**config.mk**
```make
export PLATFORM = sky130hd
export DESIGN_NAME = crc_pos_tracker
export DESIGN_NICKNAME = d
export VERILOG_FILES = /design/src/rtl/crc_pos_pkg.sv /design/src/rtl/crc_pos_rst_sync.sv /design/src/rtl/crc_pos_counter.sv /design/src/rtl/crc_pos_lane.sv /design/src/rtl/crc_pos_tracker.sv
export SDC_FILE = /design/constraint.sdc
export NUM_CORES = 1
export LEC_CHECK = 0
export BUFFER_PORTS_ARGS = -buffer_cell sky130_fd_sc_hd__buf_2
export CAP_MARGIN = 40
export CORE_AREA = 2 2 72 142
export DETAILED_ROUTE_END_ITERATION = 12
export DIE_AREA = 0 0 74 144
export PLACE_DENSITY = 0.85
export SYNTH_ARGS = -nofsm -noshare
export SYNTH_HDL_FRONTEND = slang
export SYNTH_SLANG_ARGS = --single-unit
```
**constraint.sdc**
```tcl
create_clock -name clk -period 3.5 [get_ports clk]
set_input_delay 0.35 -clock clk [delete_from_list [all_inputs] [get_ports clk]]
set_output_delay 0.35 -clock clk [all_outputs]
set_load 0.01 [all_outputs]
```
**src/rtl/crc_pos_pkg.sv**
```systemverilog
package crc_pos_pkg;

  // Bit order in which an engine consumes each byte
  typedef enum logic {
    CRC_MSB_FIRST = 1'b0,
    CRC_LSB_FIRST = 1'b1
  } crc_order_e;

endpackage

```
**src/rtl/crc_pos_rst_sync.sv**
```systemverilog
module crc_pos_rst_sync (
  input  logic clk,
  input  logic arst_n,
  output logic rst_n_o
);

  logic [1:0] sync_q;

  always_ff @(posedge clk or negedge arst_n) begin
    if (!arst_n) begin
      sync_q <= 2'b00;
    end else begin
      sync_q <= {sync_q[0], 1'b1};
    end
  end

  assign rst_n_o = sync_q[1];

endmodule

```
**src/rtl/crc_pos_counter.sv**
```systemverilog
module crc_pos_counter #(
  parameter int POS_W  = 12,
  parameter int SKIP_W = 12
) (
  input  logic              clk,
  input  logic              rst_n,
  input  logic              clr_i,
  input  logic              vld_i,
  input  logic [SKIP_W-1:0] skip_i,
  output logic [POS_W-1:0]  pos_next_o,
  output logic              feed_o,
  output logic [POS_W-1:0]  cnt_o
);

  localparam logic [POS_W-1:0] POS_MAX = {POS_W{1'b1}};
  localparam int CMP_W = (POS_W > SKIP_W) ? POS_W : SKIP_W;

  logic [POS_W-1:0] cnt_q, cnt_d;
  logic             cnt_en;
  logic [POS_W-1:0] pos_next;

  // Saturating increment
  always_comb begin
    if (cnt_q == POS_MAX) begin
      pos_next = POS_MAX;
    end else begin
      pos_next = cnt_q + POS_W'(1);
    end
  end

  // A byte enters the engines only past the skipped prefix
  always_comb begin
    feed_o = vld_i && !clr_i && (CMP_W'(pos_next) > CMP_W'(skip_i));
  end

  always_comb begin
    cnt_en = clr_i || vld_i;
    if (clr_i) begin
      cnt_d = '0;
    end else begin
      cnt_d = pos_next;
    end
  end

  always_ff @(posedge clk or negedge rst_n) begin
    if (!rst_n) begin
      cnt_q <= '0;
    end else if (cnt_en) begin
      cnt_q <= cnt_d;
    end
  end

  assign pos_next_o = pos_next;
  assign cnt_o      = cnt_q;

endmodule

```
**src/rtl/crc_pos_lane.sv**
```systemverilog
module crc_pos_lane
  import crc_pos_pkg::*;
#(
  parameter int         W      = 8,
  parameter logic [W-1:0] POLY   = 8'h07,
  parameter logic [W-1:0] PRESET = '0,
  parameter logic [W-1:0] RESID  = '0,
  parameter crc_order_e ORDER  = CRC_MSB_FIRST,
  parameter int         POS_W  = 12
) (
  input  logic             clk,
  input  logic             rst_n,
  input  logic             clr_i,
  input  logic             feed_i,
  input  logic [7:0]       byte_i,
  input  logic [POS_W-1:0] pos_i,
  output logic [W-1:0]     crc_o,
  output logic [POS_W-1:0] pos_o
);

  function automatic logic [W-1:0] rev_w(input logic [W-1:0] v);
    logic [W-1:0] r;
    for (int i = 0; i < W; i++) begin
      r[i] = v[W-1-i];
    end
    return r;
  endfunction

  // Residue is given in normal order; a reflected engine holds it reversed
  localparam logic [W-1:0] MATCH = (ORDER == CRC_LSB_FIRST) ? rev_w(RESID) : RESID;

  logic [W-1:0]     crc_q, crc_d, crc_upd;
  logic [POS_W-1:0] pos_q, pos_d;
  logic             crc_en, pos_en, hit;

  generate
    if (ORDER == CRC_LSB_FIRST) begin : g_lsb
      localparam logic [W-1:0] POLY_R = rev_w(POLY);
      always_comb begin
        logic [W-1:0] c;
        c      = crc_q;
        c[7:0] = c[7:0] ^ byte_i;
        for (int k = 0; k < 8; k++) begin
          c = c[0] ? ((c >> 1) ^ POLY_R) : (c >> 1);
        end
        crc_upd = c;
      end
    end else begin : g_msb
      always_comb begin
        logic [W-1:0] c;
        c           = crc_q;
        c[W-1 -: 8] = c[W-1 -: 8] ^ byte_i;
        for (int k = 0; k < 8; k++) begin
          c = c[W-1] ? ((c << 1) ^ POLY) : (c << 1);
        end
        crc_upd = c;
      end
    end
  endgenerate

  always_comb begin
    hit    = feed_i && (crc_upd == MATCH);
    crc_en = clr_i || feed_i;
    pos_en = clr_i || hit;
    crc_d  = clr_i ? PRESET : crc_upd;
    pos_d  = clr_i ? '0 : pos_i;
  end

  always_ff @(posedge clk or negedge rst_n) begin
    if (!rst_n) begin
      crc_q <= PRESET;
    end else if (crc_en) begin
      crc_q <= crc_d;
    end
  end

  always_ff @(posedge clk or negedge rst_n) begin
    if (!rst_n) begin
      pos_q <= '0;
    end else if (pos_en) begin
      pos_q <= pos_d;
    end
  end

  assign crc_o = crc_q;
  assign pos_o = pos_q;

endmodule

```
**src/rtl/crc_pos_tracker.sv**
```systemverilog
module crc_pos_tracker
  import crc_pos_pkg::*;
#(
  parameter int POS_W  = 12,
  parameter int SKIP_W = 12
) (
  input  logic              clk,
  input  logic              arst_n,
  input  logic              frame_start_i,
  input  logic              byte_vld_i,
  input  logic [7:0]        byte_i,
  input  logic [SKIP_W-1:0] skip_len_i,
  output logic [7:0]        c8_pos_lo_o,
  output logic [7:0]        c8_pos_hi_o,
  output logic [7:0]        c32_pos_lo_o,
  output logic [7:0]        c32_pos_hi_o
);

  logic             rst_sync_n;
  logic             feed;
  logic [POS_W-1:0] pos_next;
  logic [POS_W-1:0] pos_cnt;
  logic [7:0]       crc8;
  logic [31:0]      crc32;
  logic [POS_W-1:0] pos8;
  logic [POS_W-1:0] pos32;

  crc_pos_rst_sync u_rst (
    .clk     (clk),
    .arst_n  (arst_n),
    .rst_n_o (rst_sync_n)
  );

  crc_pos_counter #(
    .POS_W  (POS_W),
    .SKIP_W (SKIP_W)
  ) u_cnt (
    .clk        (clk),
    .rst_n      (rst_sync_n),
    .clr_i      (frame_start_i),
    .vld_i      (byte_vld_i),
    .skip_i     (skip_len_i),
    .pos_next_o (pos_next),
    .feed_o     (feed),
    .cnt_o      (pos_cnt)
  );

  crc_pos_lane #(
    .W      (8),
    .POLY   (8'h07),
    .PRESET (8'h00),
    .RESID  (8'h00),
    .ORDER  (CRC_MSB_FIRST),
    .POS_W  (POS_W)
  ) u_lane8 (
    .clk    (clk),
    .rst_n  (rst_sync_n),
    .clr_i  (frame_start_i),
    .feed_i (feed),
    .byte_i (byte_i),
    .pos_i  (pos_next),
    .crc_o  (crc8),
    .pos_o  (pos8)
  );

  crc_pos_lane #(
    .W      (32),
    .POLY   (32'h04C11DB7),
    .PRESET (32'hFFFFFFFF),
    .RESID  (32'hC704DD7B),
    .ORDER  (CRC_LSB_FIRST),
    .POS_W  (POS_W)
  ) u_lane32 (
    .clk    (clk),
    .rst_n  (rst_sync_n),
    .clr_i  (frame_start_i),
    .feed_i (feed),
    .byte_i (byte_i),
    .pos_i  (pos_next),
    .crc_o  (crc32),
    .pos_o  (pos32)
  );

  // Byte-wide register view; reserved high bits are driven to zero
  assign c8_pos_lo_o  = pos8[7:0];
  assign c8_pos_hi_o  = 8'(pos8 >> 8);
  assign c32_pos_lo_o = pos32[7:0];
  assign c32_pos_hi_o = 8'(pos32 >> 8);

endmodule

```
==> impl_results.md <==
* Antenna Nets Post-Route at 0
* Per-cell routed wire length at 19.71 µm
* Antenna Cells at 0
* Syn Area/Cell at 10.10 µm²
* Clk buf depth at 2
* Critical Path Source Type: flop
* Synth Register Bits at 78
* Top post-synthesis cells by area: dfrtp_1, dfstp_2, xnor2_1
* Fin crit share at 1.020
* Critical-path maximum fanout at 6
* Vias in the first global route at about 4,600
* Total power at 0.002427 W
* Failing checks: setup timing
* Reg2reg start: u_cnt.cnt_o[1]
* Top cell by count, worst path: buf_4
* Die ar. at 10,660 µm²
* Critical Path RT at 3.76 ns
* Core ar. at roughly 9600 µm²
* Slowest cell on crit path: dfrtp_2
* Routability congestion estimate from global placement at 0.9649
* Final setup vio count at 11
* First-pass GRT wire length at roughly 22,000 µm
* Area share of the largest cell type after synthesis at 0.2072
* Height of the die at approximately 140 µm
* Initial core utilization at 0.5767
* CP arrival at 3.83 ns
* Initial antenna violation count at 0
* Reg2reg path depth at 16
* Row count at 51
* Ys flop type: dfrtp_1
* H-tree lvl count at 3
* Die Span X at 74 µm
* Drt first pass iters at 5
* Drt total wl at 14,960 µm
* Warnings, synthesis at 0
* DR vias/cell at 5.897
* Area after DPL at about 6100 µm²
* Finished Cell Area at 6666 µm²
* Clock Pin Slew Worst Setup and Hold Paths at 0.07 ns
* CTS tree: done
* Final net count at 661
* Gr usage total at 0.2772
* Crit path to: u_lane8.pos_o[0]
* Crit path from: u_cnt.cnt_o[1]
* Cell variety after synth at 55
* Inserted Clock Buffers at 9
* DR DRC count at 0
* IO Port Bufs at 47
* I/O Pins at 56
* Reg2reg setup slack at -0.07 ns
* Setup Skew at 0.005730 ns
* Initial DRC Count at 286
* P_leak at around 3.1 nW
* Synth Cell Area at roughly 5600 µm²
* Crit path time final at 3.570 ns
* DR vias at 4,476
* Largest net degree at the start of global routing at 88
* Fmax at 280.1 MHz
* Fin. Hold Viols at 0
* Layout Area Growth over Synthesis at 19.97%
* Clock Sinks at 78
* Setup ws final at -0.07022 ns
* Root buf cell: clkbuf_16
* Seq/Total Area, Yosys at 0.3585
* Min-Delay Path Class: input pin to async pin
* Kind of end point of the critical path: flop
* Final Max Tran Viols at 0
* CP peak stage delay at 0.46 ns
* GRT overflow at 0
* Pwr per Cell Area at 364.0 nW/µm²
* Async set-reset flop share out of synthesis at 1.000
* Critical path cell sequence: ha_4, buf_4, and3_1, a31oi_1, o21ai_1, ha_1, nand2_1, o21ai_1, a221oi_4, buf_4, a21oi_4, o211ai_1, buf_4, buf_8, or2_2, a21oi_1
* Synth area leader: dfrtp_1
* HPWL after DPL at 9771 µm
* Synthesized instance count at 550
* Max Cap Viol at 0
* Worst R2R End: u_lane8.pos_o[0]
* Layout cells sized above 1 at 0.3014
* Worst-Skew Late Latency at 0.34 ns
* Class of the most critical setup path: flop to flop
* Worst rel slew slack at 0.4208
* Post-synth EDFFs at 0
* Peak VDD IR at ~0.26 mV
* Worst Tran Pin Value at ~0.87 ns
* Status: complete, but fails checks
==> stage by stage <==
stage          cells  hold WS, ns  setup WS [ns]  utilization  TNS (ns)
3_3_place_gp     733       0.1348       -0.01828       0.6313   -0.1204
5_1_grt          759       0.3282        -0.2113       0.6919    -3.483
3_5_place_dp     733       0.1357        -0.1613       0.6313    -2.379
4_1_cts          750       0.3157        0.02490       0.6699         0
6_report         759       0.3164       -0.07022       0.6919   -0.1948
2_1_floorplan    557      0.05441        0.08230            -         0
==> power breakdown <==
group          internal, W  switching (W)
Sequential        0.000910      0.0000144
Combinational     0.000197       0.000252
Clock             0.000649       0.000404
==> worst max-delay path: cells and delay by family (launching register included) <==
family,cells,cell delay [ns]
AO/OA/AOI/OAI,7,1.34
adder cells (fa/ha/maj),2,0.48
buffers and inverters,4,0.65
flip-flops,1,0.46
AND/OR/NAND/NOR,3,0.57
==> synth_stat cells (2+ instances only) <==
library cell / number
a21oi_1: 51
xnor2_1: 49
dfrtp_1: 46
nor2_1: 46
nor3_1: 39
mux2i_1: 35
dfstp_2: 32
xor2_1: 25
nand2_1: 22
clkbuf_1: 20
inv_1: 19
nand2b_1: 19
ha_1: 15
xnor3_1: 11
and2_1: 10
xnor2_4: 10
and3_1: 8
buf_4: 8
o21ai_0: 7
nand3_1: 6
nor2b_1: 6
or2_2: 6
nand4_1: 5
a211oi_1: 3
and4_1: 3
buf_1: 3
mux2_2: 3
mux2_4: 3
nor3b_1: 3
o211ai_1: 3
xnor2_2: 3
a221oi_1: 2
a311oi_1: 2
a31oi_1: 2
conb_1: 2
o21a_1: 2
o22ai_1: 2
xor2_2: 2
==> state kept, by name, summed over array words and instances (netlist names) <==
register	count
u_cnt.cnt_o	12
u_lane32.crc_o	32
u_lane32.pos_o	12
u_lane8.crc_o	8
u_lane8.pos_o	12
u_rst.sync_q	2
==> what timing repair did <==
action / in CTS / in global routing
gates cloned: 0 / 1
hold buffers: 1 / 0
pin swaps: 3 / 12
resized for setup: 6 / 31
endpoints found under the hold margin: 2 / 0
setup buffers: 0 / 8
endpoints found under the setup margin: 28 / 29
==> placed cells by master (no fill, tap or decap), types with 3 or more instances in the layout <==
cell	Yosys	routed
o211ai_1	3	3
xor2_1	25	25
nor3_1	39	37
nor3b_1	3	3
or2_2	6	6
nor2b_1	6	6
mux2_2	3	3
xnor2_4	10	10
dfrtp_1	46	44
xnor2_1	49	49
xnor2_2	3	3
and3_1	8	7
buf_2	1	47
mux2_4	3	3
inv_1	19	19
and2_1	10	10
nand2_1	22	22
o21ai_0	7	4
nand2b_1	19	19
ha_1	15	13
clkbuf_16	0	10
xnor3_1	11	11
a21oi_1	51	48
nand3_1	6	4
a211oi_1	3	3
mux2i_1	35	34
dfstp_2	32	32
o21ai_1	1	3
conb_1	2	9
nand4_1	5	5
nor2_1	46	44
buf_4	8	33
==> cell type report <==
cell class              count  area, µm²
flip-flops and latches     78       1994
repair buffers             87      590.6
fillers                   634       2969
clock inverters             6      93.84
inverters                  19      71.32
clock buffers              10      239.0
multi-input cells         427       3512
well taps                 132      165.2
==> per-layer routing <==
metal / GRT usage / share of wire
met2: 0.5108 / 0.55
met4: 0.1646 / 0.071
met1: 0.2868 / 0.34
met3: 0.03484 / 0.037
met5: 0 / 0
==> worst min-delay path by stage <==
stage / end / depth (start not counted) / slack, ns / startpoint
2_1_floorplan: u_rst.sync_q[0] / 0 / 0.05 / arst_n
5_1_grt: u_rst.sync_q[1] / 2 / 0.33 / arst_n
3_3_place_gp: u_rst.sync_q[0] / 1 / 0.13 / arst_n
3_5_place_dp: u_rst.sync_q[0] / 1 / 0.14 / arst_n
6_report: u_rst.sync_q[1] / 2 / 0.32 / arst_n
4_1_cts: u_rst.sync_q[1] / 2 / 0.32 / arst_n
==> cells by family (layout without fill, tap and decap cells) <==
family / count (synthesis) / in the layout / share of synthesized area
DFF: 78 / 78 / 0.3585
adders and majority gates: 15 / 15 / 0.03378
xor gates and xnor gates: 101 / 101 / 0.2297
muxes: 41 / 41 / 0.07723
buffers and inverters: 52 / 122 / 0.04211
other: 2 / 9 / 0.001352
and+or+nand+nor: 180 / 180 / 0.1680
AOI/OAI and AO/OA: 81 / 81 / 0.08939
(Power assumes the default switching activity.)
